--- src/rtl/rxc_pkg.sv ---
package rxc_pkg;
  localparam int REG_W = 32;

  typedef enum logic [1:0] {
    SEL_THR  = 2'd0,
    SEL_TMO  = 2'd1,
    SEL_PEND = 2'd2
  } reg_sel_e;
endpackage

--- src/rtl/rxc_prescaler.sv ---
module rxc_prescaler #(
  parameter int DIV = 1024
) (
  input  logic clk,
  input  logic rst_n,
  output logic tick_o
);
  if (DIV <= 1) begin : g_pass
    assign tick_o = 1'b1;
  end else begin : g_div
    localparam int CW = $clog2(DIV);
    localparam logic [CW-1:0] LAST = CW'(DIV - 1);
    logic [CW-1:0] cnt_q, cnt_d;

    always_comb begin
      cnt_d = (cnt_q == LAST) ? '0 : cnt_q + 1'b1;
    end

    always_ff @(posedge clk or negedge rst_n) begin
      if (!rst_n) cnt_q <= '0;
      else        cnt_q <= cnt_d;
    end

    assign tick_o = (cnt_q == LAST);
  end
endmodule

--- src/rtl/rxc_cfg_regs.sv ---
module rxc_cfg_regs
  import rxc_pkg::*;
#(
  parameter int NUM_RINGS = 17,
  parameter int THR_W     = 8,
  parameter int TMO_W     = 16,
  parameter int CNT_W     = 16,
  parameter int RING_W    = 5
) (
  input  logic              clk,
  input  logic              rst_n,
  input  logic              we_i,
  input  logic [1:0]        sel_i,
  input  logic [RING_W-1:0] ring_i,
  input  logic [REG_W-1:0]  wdata_i,
  input  logic [CNT_W-1:0]  pend_i [NUM_RINGS],
  output logic [REG_W-1:0]  rdata_o,
  output logic [THR_W-1:0]  thr_o  [NUM_RINGS],
  output logic [TMO_W-1:0]  tmo_o  [NUM_RINGS]
);
  logic [THR_W-1:0] thr_q [NUM_RINGS];
  logic [THR_W-1:0] thr_d [NUM_RINGS];
  logic [TMO_W-1:0] tmo_q [NUM_RINGS];
  logic [TMO_W-1:0] tmo_d [NUM_RINGS];
  logic             ring_ok;
  logic             wr_en;
  reg_sel_e         sel;
  logic             unused_wbits;

  assign sel          = reg_sel_e'(sel_i);
  assign ring_ok      = (int'(ring_i) < NUM_RINGS);
  assign wr_en        = we_i && ring_ok && (sel == SEL_THR || sel == SEL_TMO);
  assign unused_wbits = ^wdata_i[REG_W-1:TMO_W];

  // next-state: only the addressed field of the addressed ring changes
  always_comb begin
    thr_d = thr_q;
    tmo_d = tmo_q;
    if (wr_en) begin
      if (sel == SEL_THR) thr_d[ring_i] = wdata_i[THR_W-1:0];
      if (sel == SEL_TMO) tmo_d[ring_i] = wdata_i[TMO_W-1:0];
    end
  end

  always_ff @(posedge clk or negedge rst_n) begin
    if (!rst_n) begin
      for (int r = 0; r < NUM_RINGS; r++) begin
        thr_q[r] <= '0;
        tmo_q[r] <= '0;
      end
    end else if (wr_en) begin
      thr_q <= thr_d;
      tmo_q <= tmo_d;
    end
  end

  always_comb begin
    rdata_o = '0;
    if (ring_ok) begin
      case (sel)
        SEL_THR:  rdata_o = REG_W'(thr_q[ring_i]);
        SEL_TMO:  rdata_o = REG_W'(tmo_q[ring_i]);
        SEL_PEND: rdata_o = REG_W'(pend_i[ring_i]);
        default:  rdata_o = '0;
      endcase
    end
  end

  assign thr_o = thr_q;
  assign tmo_o = tmo_q;
endmodule

--- src/rtl/rxc_ring_ctl.sv ---
module rxc_ring_ctl #(
  parameter int THR_W = 8,
  parameter int TMO_W = 16,
  parameter int CNT_W = 16
) (
  input  logic             clk,
  input  logic             rst_n,
  input  logic             tick_i,
  input  logic             pkt_i,
  input  logic             ack_i,
  input  logic [THR_W-1:0] thr_i,
  input  logic [TMO_W-1:0] tmo_i,
  output logic             irq_o,
  output logic [CNT_W-1:0] pend_o
);
  localparam logic [CNT_W-1:0] CNT_MAX = '1;
  localparam logic [TMO_W-1:0] TMR_MAX = '1;

  logic [CNT_W-1:0] cnt_q, cnt_base, cnt_d;
  logic [TMO_W-1:0] tmr_q, tmr_base, tmr_inc, tmr_d;
  logic             irq_q, irq_d;
  logic             cnt_hit, tmo_hit, have_pend;
  logic             cnt_en, tmr_en, irq_en;

  // acknowledge wipes the batch first; a same-edge packet then starts a new one
  always_comb begin
    cnt_base  = ack_i ? '0 : cnt_q;
    tmr_base  = ack_i ? '0 : tmr_q;
    have_pend = (cnt_base != '0);

    cnt_d = cnt_base;
    if (pkt_i && cnt_base != CNT_MAX) cnt_d = cnt_base + 1'b1;

    tmr_inc = (tmr_base == TMR_MAX) ? tmr_base : tmr_base + 1'b1;
    tmr_d   = (tick_i && have_pend) ? tmr_inc : tmr_base;

    cnt_hit = (thr_i != '0) && (cnt_d >= CNT_W'(thr_i));
    tmo_hit = (tmo_i != '0) && have_pend && tick_i && (tmr_inc >= tmo_i);

    irq_d = (irq_q && !ack_i) || cnt_hit || tmo_hit;

    cnt_en = ack_i || pkt_i;
    tmr_en = ack_i || (tick_i && have_pend);
    irq_en = ack_i || cnt_hit || tmo_hit;
  end

  always_ff @(posedge clk or negedge rst_n) begin
    if (!rst_n) begin
      cnt_q <= '0;
      tmr_q <= '0;
      irq_q <= 1'b0;
    end else begin
      if (cnt_en) cnt_q <= cnt_d;
      if (tmr_en) tmr_q <= tmr_d;
      if (irq_en) irq_q <= irq_d;
    end
  end

  assign irq_o  = irq_q;
  assign pend_o = cnt_q;
endmodule

--- src/rtl/rx_irq_coalescer.sv ---
module rx_irq_coalescer
  import rxc_pkg::*;
#(
  parameter int NUM_RINGS = 17,
  parameter int THR_W     = 8,
  parameter int TMO_W     = 16,
  parameter int CNT_W     = 16,
  parameter int PRESCALE  = 1024,
  parameter int RING_W    = $clog2(NUM_RINGS)
) (
  input  logic                 clk,
  input  logic                 rst_n,
  input  logic [NUM_RINGS-1:0] pkt_done_i,
  input  logic [NUM_RINGS-1:0] ring_ack_i,
  input  logic                 cfg_we_i,
  input  logic [1:0]           cfg_sel_i,
  input  logic [RING_W-1:0]    cfg_ring_i,
  input  logic [REG_W-1:0]     cfg_wdata_i,
  output logic [REG_W-1:0]     cfg_rdata_o,
  output logic [NUM_RINGS-1:0] irq_o
);
  logic             tick_w;
  logic [THR_W-1:0] thr_w  [NUM_RINGS];
  logic [TMO_W-1:0] tmo_w  [NUM_RINGS];
  logic [CNT_W-1:0] pend_w [NUM_RINGS];

  rxc_prescaler #(.DIV(PRESCALE)) u_presc (
    .clk    (clk),
    .rst_n  (rst_n),
    .tick_o (tick_w)
  );

  rxc_cfg_regs #(
    .NUM_RINGS (NUM_RINGS),
    .THR_W     (THR_W),
    .TMO_W     (TMO_W),
    .CNT_W     (CNT_W),
    .RING_W    (RING_W)
  ) u_regs (
    .clk     (clk),
    .rst_n   (rst_n),
    .we_i    (cfg_we_i),
    .sel_i   (cfg_sel_i),
    .ring_i  (cfg_ring_i),
    .wdata_i (cfg_wdata_i),
    .pend_i  (pend_w),
    .rdata_o (cfg_rdata_o),
    .thr_o   (thr_w),
    .tmo_o   (tmo_w)
  );

  for (genvar r = 0; r < NUM_RINGS; r++) begin : g_ring
    rxc_ring_ctl #(
      .THR_W (THR_W),
      .TMO_W (TMO_W),
      .CNT_W (CNT_W)
    ) u_ring (
      .clk    (clk),
      .rst_n  (rst_n),
      .tick_i (tick_w),
      .pkt_i  (pkt_done_i[r]),
      .ack_i  (ring_ack_i[r]),
      .thr_i  (thr_w[r]),
      .tmo_i  (tmo_w[r]),
      .irq_o  (irq_o[r]),
      .pend_o (pend_w[r])
    );
  end
endmodule

--- config.mk ---
export PLATFORM = sky130hd
export DESIGN_NAME = rx_irq_coalescer
export DESIGN_NICKNAME = d
export VERILOG_FILES = /design/src/rtl/rxc_pkg.sv /design/src/rtl/rxc_prescaler.sv /design/src/rtl/rxc_cfg_regs.sv /design/src/rtl/rxc_ring_ctl.sv /design/src/rtl/rx_irq_coalescer.sv
export SDC_FILE = /design/constraint.sdc
export NUM_CORES = 2
export LEC_CHECK = 0
export BUFFER_PORTS_ARGS = -buffer_cell sky130_fd_sc_hd__buf_2
export CORE_MARGIN = 2
export CORE_UTILIZATION = 55
export DETAILED_ROUTE_END_ITERATION = 7
export GPL_TIMING_DRIVEN = 0
export HOLD_SLACK_MARGIN = 0.03
export PLACE_DENSITY = 0.71
export SETUP_SLACK_MARGIN = 0.5
export SYNTH_ARGS = -nofsm -noshare
export SYNTH_HDL_FRONTEND = slang
export SYNTH_SLANG_ARGS = --single-unit
--- constraint.sdc ---
create_clock -name clk -period 5.4 [get_ports clk]
set_input_delay 0.27 -clock clk [delete_from_list [all_inputs] [get_ports clk]]
set_output_delay 0.27 -clock clk [all_outputs]
set_load 0.02 [all_outputs]
==> results.cfg <==
[outcome]
outcome = complete, but fails checks
violations = DRC, capacitance limit, slew limit

[flow_run]
drv_cap = 4

[clock_network]
cts_tree = yes
cts_num_sinks = 979
cts_setup_buffers = 0
clock_latency_ns = 0.77
cts_root_buf = clkbuf_16
cts_made_buffers = 112
clk_pin_slew_worst_paths_ns = 0.06
cts_buffer_depth = 3
h-tree-depth = 3

[synth]
synth_area_um2 = 68250
yosysWarnings = 0
avgSynthCellArea_um2 = 9.351
async_flop_share = 1.000
seq_area_frac_synth = 0.3589
synth-main-ff-cell = dfrtp_1
synth-edff-count = 0
yosysUniqueCellTypes = 84
ys_seq_elements = 979
postSynthCellCount = 7299

[worst_setup_path]
cp-end-kind = output pin
arrival_ns = 4.64
critPathKind = primary input to output pin
crit_slowest_cell = buf_1
worst-r2r-setup-slack_ns = 0.87
cpLargestDelayFamily = buffers and inverters
cp_slowest_stage_delay_ns = 1.11
rr_endpoint = g_ring[5].u_ring.irq_o$_DFFE_PN0P_
required_ns = 5.13
critical_path.cell_chain = clkbuf_1 > buf_1 > mux4_2 > mux2i_1 > nor2_1 > a31oi_1 > nor2_1 > a221oi_1 > o221ai_1 > buf_2
ff2ff_path_depth = 17
worstSetupPathDepth = 10
start_kind = primary input
cp.buffers_inverters = 3
crit_fanout = 10
crit_top_cell = nor2_1
rr_startpoint = g_ring[5].u_ring.pend_o[0]$_DFFE_PN0P_

[placement]
dp_cells = 9046
io_buffers = 85
placed_cell_area_um2 = 71050
place.gp.congestion = 1.035
dp_hpwl_mm = 185.4
preCtsSetupSlack_ns = -0.8670

[worst_hold_path]
hp-class = primary input to async pin

[power]
pwr-share-seq = 0.424
p_per_area_nw_per_um2 = 249.7
peakVddDrop_uv = 283.0
p_switching_w = 0.005326
leakagePower_nw = 33.85
p_int_w = 0.01357
pwr-share-clk = 0.452
p_comb_frac = 0.124
design_power_total_w = 0.01890
p_sw_frac = 0.2818

[layout]
fillCellCount = 10440
area_delta_synth_final_pct = 10.89
final_net_count = 8096
ff_latch_area_um2 = 24500
instances_no_fill = 9306
fin_util = 0.6129
final_area_um2 = 75680
multi_input_area_um2 = 40450
drive_above_1_share = 0.1236

[grt]
gr-usage-met2 = 0.5718
grt_usage = 0.3784
use_met3 = 0.09591
antenna_found_initial = 30
grt_pass1_vias = 57630
top_usage_layer = met2
gr-total-overflow = 0
globalRouteMet1Util = 0.4990
grt_pass1_wl_mm = 361.5
grt_max_degree = 165

[timing]
layout_min_cycle_time_ns = 4.915
setup_viol = 0
max_freq_mhz = 203.5
final.setup_skew_ns = 0.04128
fin_crit_sh = 0.9102
finalMaxSlewViolations = 22
worstMarginPinSlew_ns = 1.552
setup_slack_ns = 0.4850
relSlewSlack = -0.03442
rsz0062_at_grt = no
hold_viol = 0

[floorplanning]
die_h_um = 356.3
die_w_um = 356.3
die_area_um2 = 126900
start_util = 0.5528
coreArea_um2 = 123500
io_pins = 125
rows = 129

[routing]
drcViolationCount = 1
wl_per_cell_um = 26.03
firstDrtPassIters = 8
drt-total-wl_mm = 242.2
postRouteAntennaNets = 0
viasPerCell = 6.373
drtIter0Drc = 6928
via_count = 59300
-- kinds of logic after synthesis --
group / share of synthesized area
XOR/XNOR: 0.08675
AO/OA/AOI/OAI: 0.09571
adder cells (fa/ha/maj): 0.08433
AND/OR/NAND/NOR: 0.2053
multiplexers: 0.1187
buffers and inverters: 0.05021
other: 0.00005494
flip-flops: 0.3589
-- flip-flops by register name (all words and copies together) (netlist names) --
register and flops:
g_ring.u_ring.irq_o 17, g_ring.u_ring.pend_o 272, g_ring.u_ring.tmr_q 272, u_presc.g_div.cnt_q 10, u_regs.thr_o 136, u_regs.tmo_o 272
-- power groups by stage --
stage,Sequential [W],Clock [W],Combinational [W]
floorplan,0.00790,0,0.00135
global route,0.00802,0.00889,0.00251
CTS,0.00799,0.00858,0.00229
detailed placement,0.00812,0,0.00225
global placement,0.00812,0,0.00218
finish,0.00801,0.00854,0.00235
-- layout by cell type (no fill, tap or decap), drive strengths merged, types with 175 or more instances in the layout --
master	n
buf	175
nand3	213
a21oi	176
nand2	619
xor2	231
inv	531
xnor2	445
nor2	667
ha	460
mux2	346
nor4	209
nor2b	194
nand4	180
dfrtp	979
clkbuf	402
o21ai	333
-- stage by stage --
| step | hold slack [ns] | setup TNS [ns] |
|---|---|---|
| after detailed placement | 0.2437 | -1.600 |
| after floorplan | -0.02559 | 0 |
| after global placement | 0.4759 | - |
| after CTS | 0.03010 | 0 |
| final | 0.07385 | 0 |
| after global routing | 0.08054 | 0 |
-- worst max-delay path by stage --
stage,startpoint,endpoint,slack [ns]
6_report,cfg_ring_i[0],cfg_rdata_o[2],0.49
5_1_grt,ring_ack_i[10],g_ring[10].u_ring.irq_o$_DFFE_PN0P_,0.51
4_1_cts,ring_ack_i[9],g_ring[9].u_ring.irq_o$_DFFE_PN0P_,0.47
3_5_place_dp,ring_ack_i[9],g_ring[9].u_ring.irq_o$_DFFE_PN0P_,-0.87
3_3_place_gp,rst_n,g_ring[7].u_ring.tmr_q[5]$_DFFE_PN0P_,-17.82
2_1_floorplan,ring_ack_i[9],g_ring[9].u_ring.irq_o$_DFFE_PN0P_,0.68
-- what timing repair did --
item | 4_1_cts | 5_1_grt
hold endpoints to repair | 279 | 0
gates resized for setup | 9 | 46
setup endpoints to repair | 16 | 18
pin swaps | 0 | 0
hold buffers | 37 | 0
-- routing by layer --
metal  vias to the layer above  routed length [µm]  part of all wire
met5                         -                 142           0.00059
met4                        20               15660             0.065
met3                       714               24570              0.10
met2                      3010              105300              0.43
met1                     29120               96600              0.40
li1                      26440                   -                 -
-- layout make-up --
cell class / count / share of cell area
multi-input cells: 5465 / 0.5345
flip-flops and latches: 979 / 0.3237
clock buffers: 144 / 0.04237
well taps: 1637 / 0.02706
inverters: 529 / 0.02624
plain buffers: 341 / 0.01992
repair buffers: 132 / 0.01385
clock inverters: 65 / 0.01187
diodes: 14 / 0.0004629
-- worst register-to-register path, delay by kind of cell (launching register included) --
family	cells	cell delay [ns]
compound gates	6	1.38
buf+inv	1	0.23
flops	1	0.44
xor+xnor	1	0.19
fa+ha+maj	2	0.58
simple gates	7	1.58
-- cells in the mapped netlist, types with 121 or more instances --
| library cell | number | area [µm²] |
|---|---|---|
| a21oi_1 | 176 | 880.8 |
| clkbuf_1 | 254 | 953.4 |
| dfrtp_1 | 979 | 24500 |
| ha_1 | 460 | 5756 |
| inv_1 | 527 | 1978 |
| mux2_2 | 346 | 3896 |
| mux4_2 | 164 | 3694 |
| nand2_1 | 618 | 2320 |
| nand2b_1 | 121 | 757.0 |
| nand3_1 | 213 | 1066 |
| nand4_1 | 179 | 1120 |
| nor2_1 | 667 | 2504 |
| nor2b_1 | 194 | 1214 |
| nor4_1 | 205 | 1282 |
| o21ai_0 | 324 | 1622 |
| xnor2_1 | 445 | 3897 |
| xor2_1 | 231 | 2023 |
No activity file was read; power rests on OpenSTA's default activity.
